File: src/rtl/mdt_pkg.sv
package mdt_pkg;

  localparam int IR_W   = 5;
  localparam int DR_W   = 32;
  localparam int CSEL_W = 2;

  typedef enum logic [3:0] {
    ST_RESET, ST_IDLE,
    ST_SEL_DR, ST_CAP_DR, ST_SHF_DR, ST_EX1_DR, ST_PAU_DR, ST_EX2_DR, ST_UPD_DR,
    ST_SEL_IR, ST_CAP_IR, ST_SHF_IR, ST_EX1_IR, ST_PAU_IR, ST_EX2_IR, ST_UPD_IR
  } tap_state_e;

  typedef enum logic [1:0] {DR_BYPASS, DR_IDCODE, DR_IMPL, DR_DBGCTL} dr_sel_e;

  localparam logic [IR_W-1:0] OP_IDCODE  = 5'h01;
  localparam logic [IR_W-1:0] OP_IMPL    = 5'h03;
  localparam logic [IR_W-1:0] OP_DBGCTL  = 5'h0A;
  localparam logic [IR_W-1:0] OP_DBGBOOT = 5'h0D;
  localparam logic [IR_W-1:0] OP_CSEL0   = 5'h14;
  localparam logic [IR_W-1:0] IR_CAPTURE = 5'h01;

  function automatic tap_state_e tap_next(input tap_state_e s, input logic m);
    tap_state_e n;
    case (s)
      ST_RESET:  n = m ? ST_RESET  : ST_IDLE;
      ST_IDLE:   n = m ? ST_SEL_DR : ST_IDLE;
      ST_SEL_DR: n = m ? ST_SEL_IR : ST_CAP_DR;
      ST_CAP_DR: n = m ? ST_EX1_DR : ST_SHF_DR;
      ST_SHF_DR: n = m ? ST_EX1_DR : ST_SHF_DR;
      ST_EX1_DR: n = m ? ST_UPD_DR : ST_PAU_DR;
      ST_PAU_DR: n = m ? ST_EX2_DR : ST_PAU_DR;
      ST_EX2_DR: n = m ? ST_UPD_DR : ST_SHF_DR;
      ST_UPD_DR: n = m ? ST_SEL_DR : ST_IDLE;
      ST_SEL_IR: n = m ? ST_RESET  : ST_CAP_IR;
      ST_CAP_IR: n = m ? ST_EX1_IR : ST_SHF_IR;
      ST_SHF_IR: n = m ? ST_EX1_IR : ST_SHF_IR;
      ST_EX1_IR: n = m ? ST_UPD_IR : ST_PAU_IR;
      ST_PAU_IR: n = m ? ST_EX2_IR : ST_PAU_IR;
      ST_EX2_IR: n = m ? ST_UPD_IR : ST_SHF_IR;
      ST_UPD_IR: n = m ? ST_SEL_DR : ST_IDLE;
      default:   n = ST_RESET;
    endcase
    return n;
  endfunction

  function automatic dr_sel_e dr_decode(input logic [IR_W-1:0] op);
    dr_sel_e d;
    case (op)
      OP_IDCODE: d = DR_IDCODE;
      OP_IMPL:   d = DR_IMPL;
      OP_DBGCTL: d = DR_DBGCTL;
      default:   d = DR_BYPASS;
    endcase
    return d;
  endfunction

  function automatic logic csel_hit(input logic [IR_W-1:0] op);
    return op[IR_W-1:CSEL_W] == OP_CSEL0[IR_W-1:CSEL_W];
  endfunction

endpackage

File: src/rtl/mdt_tap_fsm.sv
module mdt_tap_fsm
  import mdt_pkg::*;
(
  input  logic       tck,
  input  logic       trst_n,
  input  logic       tms,
  output tap_state_e state
);

  tap_state_e state_q;

  always_ff @(posedge tck or negedge trst_n) begin
    if (!trst_n) state_q <= ST_RESET;
    else         state_q <= tap_next(state_q, tms);
  end

  assign state = state_q;

  // run length of consecutive TMS-high edges, saturating at five
  logic [2:0] tms_run;
  always_ff @(posedge tck or negedge trst_n) begin
    if (!trst_n)             tms_run <= 3'd0;
    else if (!tms)           tms_run <= 3'd0;
    else if (tms_run != 3'd5) tms_run <= tms_run + 3'd1;
  end

  AST_FIVE_TMS_RESET: assert property (@(posedge tck) disable iff (!trst_n)
    (tms_run == 3'd5) |-> (state_q == ST_RESET));

  AST_RESET_TO_IDLE: assert property (@(posedge tck) disable iff (!trst_n)
    (state_q == ST_RESET && !tms) |=> (state_q == ST_IDLE));

endmodule

File: src/rtl/mdt_ir_unit.sv
module mdt_ir_unit
  import mdt_pkg::*;
#(
  parameter int NCORES = 4
)(
  input  logic              tck,
  input  logic              trst_n,
  input  logic              tdi,
  input  tap_state_e        state,
  output logic [IR_W-1:0]   ir_op,
  output logic              ir_lsb,
  output logic [CSEL_W-1:0] core_sel,
  output logic [NCORES-1:0] dbg_boot
);

  logic [IR_W-1:0] ir_sr;
  logic            cap_ir, shf_ir, upd_ir, in_reset;
  logic            csel_take, boot_req, boot_q;

  assign cap_ir   = (state == ST_CAP_IR);
  assign shf_ir   = (state == ST_SHF_IR);
  assign upd_ir   = (state == ST_UPD_IR);
  assign in_reset = (state == ST_RESET);

  assign csel_take = upd_ir && csel_hit(ir_sr) && (int'(ir_sr[CSEL_W-1:0]) < NCORES);
  assign boot_req  = upd_ir && (ir_sr == OP_DBGBOOT);

  always_ff @(posedge tck or negedge trst_n) begin
    if (!trst_n)     ir_sr <= IR_CAPTURE;
    else if (cap_ir) ir_sr <= IR_CAPTURE;
    else if (shf_ir) ir_sr <= {tdi, ir_sr[IR_W-1:1]};
  end

  always_ff @(posedge tck or negedge trst_n) begin
    if (!trst_n) begin
      ir_op    <= OP_IDCODE;
      core_sel <= '0;
    end else if (in_reset) begin
      ir_op    <= OP_IDCODE;
      core_sel <= '0;
    end else if (upd_ir) begin
      ir_op <= ir_sr;
      if (csel_take) core_sel <= ir_sr[CSEL_W-1:0];
    end
  end

  always_ff @(posedge tck or negedge trst_n) begin
    if (!trst_n) boot_q <= 1'b0;
    else         boot_q <= boot_req;
  end

  for (genvar c = 0; c < NCORES; c++) begin : g_boot
    assign dbg_boot[c] = boot_q && (core_sel == CSEL_W'(c));
  end

  assign ir_lsb = ir_sr[0];

  AST_RESET_DEFAULTS: assert property (@(posedge tck) disable iff (!trst_n)
    in_reset |=> (core_sel == '0 && ir_op == OP_IDCODE));

  AST_SEL_HOLD: assert property (@(posedge tck) disable iff (!trst_n)
    (!upd_ir && !in_reset) |=> $stable(core_sel));

  AST_BOOT_ONEHOT: assert property (@(posedge tck) disable iff (!trst_n)
    $onehot0(dbg_boot));

  AST_BOOT_AFTER_UPD: assert property (@(posedge tck) disable iff (!trst_n)
    (|dbg_boot) |-> ($past(state) == ST_UPD_IR));

endmodule

File: src/rtl/mdt_dr_unit.sv
module mdt_dr_unit
  import mdt_pkg::*;
#(
  parameter int              NCORES     = 4,
  parameter logic [DR_W-1:0] IDCODE_VAL = 32'h0000_024F,
  parameter logic [DR_W-1:0] IMPL_VAL   = 32'h2040_4000,
  parameter logic [DR_W-1:0] WR_MASK    = 32'h8000_FFFF
)(
  input  logic                   tck,
  input  logic                   trst_n,
  input  logic                   tdi,
  input  tap_state_e             state,
  input  logic [IR_W-1:0]        ir_op,
  input  logic [CSEL_W-1:0]      core_sel,
  input  logic [NCORES*DR_W-1:0] core_status,
  output logic                   dr_lsb,
  output logic [NCORES-1:0]      dbg_wr_en,
  output logic [DR_W-1:0]        dbg_wr_data
);

  dr_sel_e           dsel;
  logic              cap_dr, shf_dr, upd_dr, ctl_write;
  logic [DR_W-1:0]   dr_sr, sel_status;
  logic [DR_W-1:0]   stat_arr [NCORES];
  logic [NCORES-1:0] sel_onehot;

  assign dsel      = dr_decode(ir_op);
  assign cap_dr    = (state == ST_CAP_DR);
  assign shf_dr    = (state == ST_SHF_DR);
  assign upd_dr    = (state == ST_UPD_DR);
  assign ctl_write = upd_dr && (dsel == DR_DBGCTL);

  for (genvar c = 0; c < NCORES; c++) begin : g_core
    assign stat_arr[c]   = core_status[c*DR_W +: DR_W];
    assign sel_onehot[c] = (core_sel == CSEL_W'(c));
  end

  always_comb begin
    sel_status = '0;
    for (int c = 0; c < NCORES; c++) begin
      if (sel_onehot[c]) sel_status = stat_arr[c];
    end
  end

  always_ff @(posedge tck or negedge trst_n) begin
    if (!trst_n) begin
      dr_sr <= '0;
    end else if (cap_dr) begin
      case (dsel)
        DR_IDCODE: dr_sr <= IDCODE_VAL;
        DR_IMPL:   dr_sr <= IMPL_VAL;
        DR_DBGCTL: dr_sr <= sel_status;
        default:   dr_sr <= '0;
      endcase
    end else if (shf_dr) begin
      if (dsel == DR_BYPASS) dr_sr[0] <= tdi;
      else                   dr_sr    <= {tdi, dr_sr[DR_W-1:1]};
    end
  end

  always_ff @(posedge tck or negedge trst_n) begin
    if (!trst_n) begin
      dbg_wr_en   <= '0;
      dbg_wr_data <= '0;
    end else begin
      dbg_wr_en <= ctl_write ? sel_onehot : '0;
      if (ctl_write) dbg_wr_data <= dr_sr & WR_MASK;
    end
  end

  assign dr_lsb = dr_sr[0];

  AST_WR_ONEHOT: assert property (@(posedge tck) disable iff (!trst_n)
    $onehot0(dbg_wr_en));

  AST_WR_AFTER_UPD: assert property (@(posedge tck) disable iff (!trst_n)
    (|dbg_wr_en) |-> ($past(state) == ST_UPD_DR && $past(ir_op) == OP_DBGCTL));

  AST_WR_SINGLE_CYCLE: assert property (@(posedge tck) disable iff (!trst_n)
    (|dbg_wr_en) |=> (dbg_wr_en == '0));

  AST_WR_TARGET: assert property (@(posedge tck) disable iff (!trst_n)
    (|dbg_wr_en) |-> (dbg_wr_en == sel_onehot));

  AST_BYPASS_CAPTURE: assert property (@(posedge tck) disable iff (!trst_n)
    ($past(state) == ST_CAP_DR && $past(dsel) == DR_BYPASS) |-> (dr_lsb == 1'b0));

endmodule

File: src/rtl/mcore_dbg_tap.sv
module mcore_dbg_tap
  import mdt_pkg::*;
#(
  parameter int              NCORES     = 4,
  parameter logic [DR_W-1:0] IDCODE_VAL = 32'h0000_024F,
  parameter logic [DR_W-1:0] IMPL_VAL   = 32'h2040_4000,
  parameter logic [DR_W-1:0] WR_MASK    = 32'h8000_FFFF
)(
  input  logic                   tck,
  input  logic                   trst_n,
  input  logic                   tms,
  input  logic                   tdi,
  output logic                   tdo,
  input  logic [NCORES*DR_W-1:0] core_status,
  output logic [NCORES-1:0]      dbg_wr_en,
  output logic [DR_W-1:0]        dbg_wr_data,
  output logic [NCORES-1:0]      dbg_boot,
  output logic [CSEL_W-1:0]      core_sel
);

  tap_state_e      state;
  logic [IR_W-1:0] ir_op;
  logic            ir_lsb, dr_lsb;

  mdt_tap_fsm u_fsm (
    .tck    (tck),
    .trst_n (trst_n),
    .tms    (tms),
    .state  (state)
  );

  mdt_ir_unit #(.NCORES(NCORES)) u_ir (
    .tck      (tck),
    .trst_n   (trst_n),
    .tdi      (tdi),
    .state    (state),
    .ir_op    (ir_op),
    .ir_lsb   (ir_lsb),
    .core_sel (core_sel),
    .dbg_boot (dbg_boot)
  );

  mdt_dr_unit #(
    .NCORES     (NCORES),
    .IDCODE_VAL (IDCODE_VAL),
    .IMPL_VAL   (IMPL_VAL),
    .WR_MASK    (WR_MASK)
  ) u_dr (
    .tck         (tck),
    .trst_n      (trst_n),
    .tdi         (tdi),
    .state       (state),
    .ir_op       (ir_op),
    .core_sel    (core_sel),
    .core_status (core_status),
    .dr_lsb      (dr_lsb),
    .dbg_wr_en   (dbg_wr_en),
    .dbg_wr_data (dbg_wr_data)
  );

  always_comb begin
    case (state)
      ST_SHF_IR: tdo = ir_lsb;
      ST_SHF_DR: tdo = dr_lsb;
      default:   tdo = 1'b0;
    endcase
  end

  AST_IDLE_QUIET: assert property (@(posedge tck) disable iff (!trst_n)
    (state == ST_IDLE && $past(state) == ST_IDLE) |-> (dbg_wr_en == '0 && dbg_boot == '0));

endmodule

File: config.mk
export PLATFORM = sky130hd
export DESIGN_NAME = mcore_dbg_tap
export DESIGN_NICKNAME = d
export VERILOG_FILES = /design/src/rtl/mdt_pkg.sv /design/src/rtl/mdt_tap_fsm.sv /design/src/rtl/mdt_ir_unit.sv /design/src/rtl/mdt_dr_unit.sv /design/src/rtl/mcore_dbg_tap.sv
export SDC_FILE = /design/constraint.sdc
export NUM_CORES = 1
export LEC_CHECK = 0
export BUFFER_PORTS_ARGS = -buffer_cell sky130_fd_sc_hd__buf_2
export CORE_MARGIN = 3
export CORE_UTILIZATION = 50
export DETAILED_ROUTE_END_ITERATION = 12
export PLACE_DENSITY = 0.83
export SETUP_SLACK_MARGIN = 0.4
export SLEW_MARGIN = 10
export SYNTH_ARGS = -nofsm -noshare
export SYNTH_HDL_FRONTEND = slang
export SYNTH_SLANG_ARGS = --single-unit
File: constraint.sdc
create_clock -name tck -period 3.45 [get_ports tck]
set_input_delay 0.5175 -clock tck [delete_from_list [all_inputs] [get_ports tck]]
set_output_delay 0.5175 -clock tck [all_outputs]
set_load 0.01 [all_outputs]
==> results.yml <==
status:
  status: "finished clean"
sta:
  drv_slew: 0
  fin_skew_ns: 0.00953
  rsz0062_at_grt: "false"
  whs_ns: 0.184
  tightest_slew_ns: 0.891
  min_period_over_period: 0.746
  tns_ns: 0
  fin_crit_ns: 2.57
  final-setup-viol-count: 0
  finalHoldViolations: 0
  relSlewSlack: 0.406
  fmax_ghz: 0.389
synthesis:
  ys_seq_area_frac: 0.411
  synthFlopType: "dfrtp_1"
  synthSimpleGateAreaFrac: 0.132
  yosysMostFrequentCell: "dfrtp_1"
  synthTopCellsByArea: "dfrtp_1 40%, mux4_2 17%, a2bb2oi_1 4.7%"
  synth-edff-count: 0
  synth_top_family_by_area: "multiplexers"
  async_flop_share: 1.00
  syn_area_mm2: 0.00427
  synth_top_area_share: 0.399
  synth_cells: 388
  yosys_warnings: 0
  synth_common_cells: "68 x dfrtp_1, 46 x nand2_1, 36 x o21ai_0"
  postSynthAreaPerCell_um2: 11.0
  synth_compound_area_frac: 0.162
  synth_xor_area_frac: 0.00205
  ys_types: 47
  synth_fa_ha_area_frac: 0
  ys_seq_elements: 70
  synthMuxAreaShare: 0.218
  yosys.area.top_type: "dfrtp_1"
placement:
  dp_hpwl_um: 8200
  port_buffers: 159
  gp_congestion: 0.843
  dpl.cell_count: 621
layout:
  antenna_cells: 0
  multiInputGateArea_mm2: 0.00226
  regArea_mm2: 0.00176
  final_cells: 637
  fill_cells: 681
  drive_above_1_share: 0.462
  final_nets: 659
  syn_to_final_growth_pct: 22.0
die:
  die_width_um: 98.4
  dieArea_mm2: 0.00968
  die_y_um: 98.4
  initial_core_util: 0.517
  fp-row-count: 33
  pin_count: 175
  core_mm2: 0.00826
run:
  drv_cap: 0
routing:
  drt-wirelength-per-cell_um: 17.6
  antenna_left: 0
  wl_um: 11200
  drc: 0
  drtIter0Drc: 271
  via_per_inst: 5.88
  num_vias: 3746
  dr.pass1.iters: 5
worst_setup_path:
  r2r-end: "u_dr.dr_sr[23]"
  r2r_cells: 3
  worstPathRequired_ns: 3.71
  rrSetupSlack_ns: 0.88
  crit_arrival_ns: 2.83
  worstSetupStartpointType: "flip-flop"
  end_kind: "flip-flop"
  r2r_start: "u_fsm.state[0]"
  path_class: "reg2reg"
  cp_max_fo: 26
grt:
  grt_pass1_vias: 3637
  gr-total-overflow: 0
  grt_pass1_wl_um: 17800
  grt_start_max_net_pins: 71
  grt_usage: 0.230
  antenna_found_initial: 0
power:
  p_per_area_mw_per_mm2: 643
  ir_worst_vdd_mv: 0.372
  total_leakage_power_uw: 0.00245
  total_power_uw: 3350
clock_network:
  cts_tree: "built"
  cts_max_level: 3
  cts_made_buffers: 9
  cts_resized: 0
  cts.hold.buffers_added: 0
  cts_buffer_depth: 2
  clock_sinks: 70
  cts.clk_slew.worst_paths_ns: 0.08
  ctsRootBufferMaster: "clkbuf_8"
  insertion_delay_ns: 0.34
  cts_setup_buffers: 0
hold_path:
  hp-class: "in2async"
-- critical path: stages, from the launching register on --
cell,delay (ns)
dfrtp_1,0.84
nand4bb_1,0.60
nand2_1,0.83
a2bb2oi_1,0.23
-- report_power, final --
part / switching, µW / internal (µW) / total, µW / leakage, µW
registers: 351 / 1110 / 1460 / 0.000885
logic: 608 / 613 / 1220 / 0.00147
clock network: 312 / 354 / 666 / 0.0000955
-- registers in the layout, indices dropped and copies added, names as in the netlist --
name	cells
u_ir.ir_sr	5
u_ir.boot_q	1
u_dr.dbg_wr_data	17
u_dr.dr_sr	32
u_dr.dbg_wr_en	4
u_ir.core_sel	2
u_fsm.state	4
u_ir.ir_op	5
-- metrics by stage --
stage | cell area (µm²) | utilization | setup slack [ns]
floorplan | 4320 | - | 1.74
global placement | 5010 | 0.607 | 1.08
detailed placement | 5010 | 0.607 | 0.937
CTS | 5210 | 0.631 | 0.920
global route | 5210 | 0.631 | 0.590
finish | 5210 | 0.631 | 0.876
-- logic make-up after synthesis --
group,count (synthesis)
simple gates,111
flops,70
xor+xnor,1
buf+inv,54
compound gates,100
other cells,1
mux,51
-- how the worst max path moves through the flow --
stage,startpoint,end,slack (ns),cells past startpoint
2_1_floorplan,u_ir.core_sel[0],u_dr.dr_sr[1],1.74,5
3_3_place_gp,u_fsm.state[0],u_dr.dr_sr[30],1.08,3
3_5_place_dp,u_fsm.state[0],u_dr.dr_sr[25],0.94,3
4_1_cts,u_fsm.state[0],u_dr.dr_sr[23],0.92,3
5_1_grt,u_fsm.state[0],u_dr.dr_sr[23],0.59,3
6_report,u_fsm.state[0],u_dr.dr_sr[23],0.88,3
-- placed cells by master (no fill, tap or decap), types with 3 or more instances in the layout --
cell type / instances
clkbuf_8: 10
o22ai_1: 4
dfrtp_1: 66
mux4_2: 32
o21ai_0: 36
o31ai_2: 8
nand3_1: 11
mux2_2: 17
conb_1: 15
and3_1: 4
a21oi_1: 17
a2bb2oi_1: 23
buf_4: 5
nor2_1: 20
nor3_1: 4
buf_2: 159
nand2_1: 46
inv_1: 3
o211ai_1: 3
nor2b_1: 5
nor3b_1: 3
and3b_1: 3
-- area by class of cell --
type,count,share of cell area
Timing Repair Buffer,165,0.164
Tap cell,105,0.0252
Sequential cell,70,0.337
Multi-Input combinational cell,278,0.433
Inverter,3,0.00216
Clock buffer,11,0.0271
Clock inverter,5,0.0113
-- metal layers --
layer | part of all wire | vias to the layer above | track usage
li1 | - | 1701 | -
met1 | 0.38 | 1866 | 0.289
met2 | 0.53 | 162 | 0.400
met3 | 0.077 | 17 | 0.0557
met4 | 0.015 | 0 | 0.0567
met5 | 0 | - | 0
Note: power is estimated with default switching activity, not from simulation.
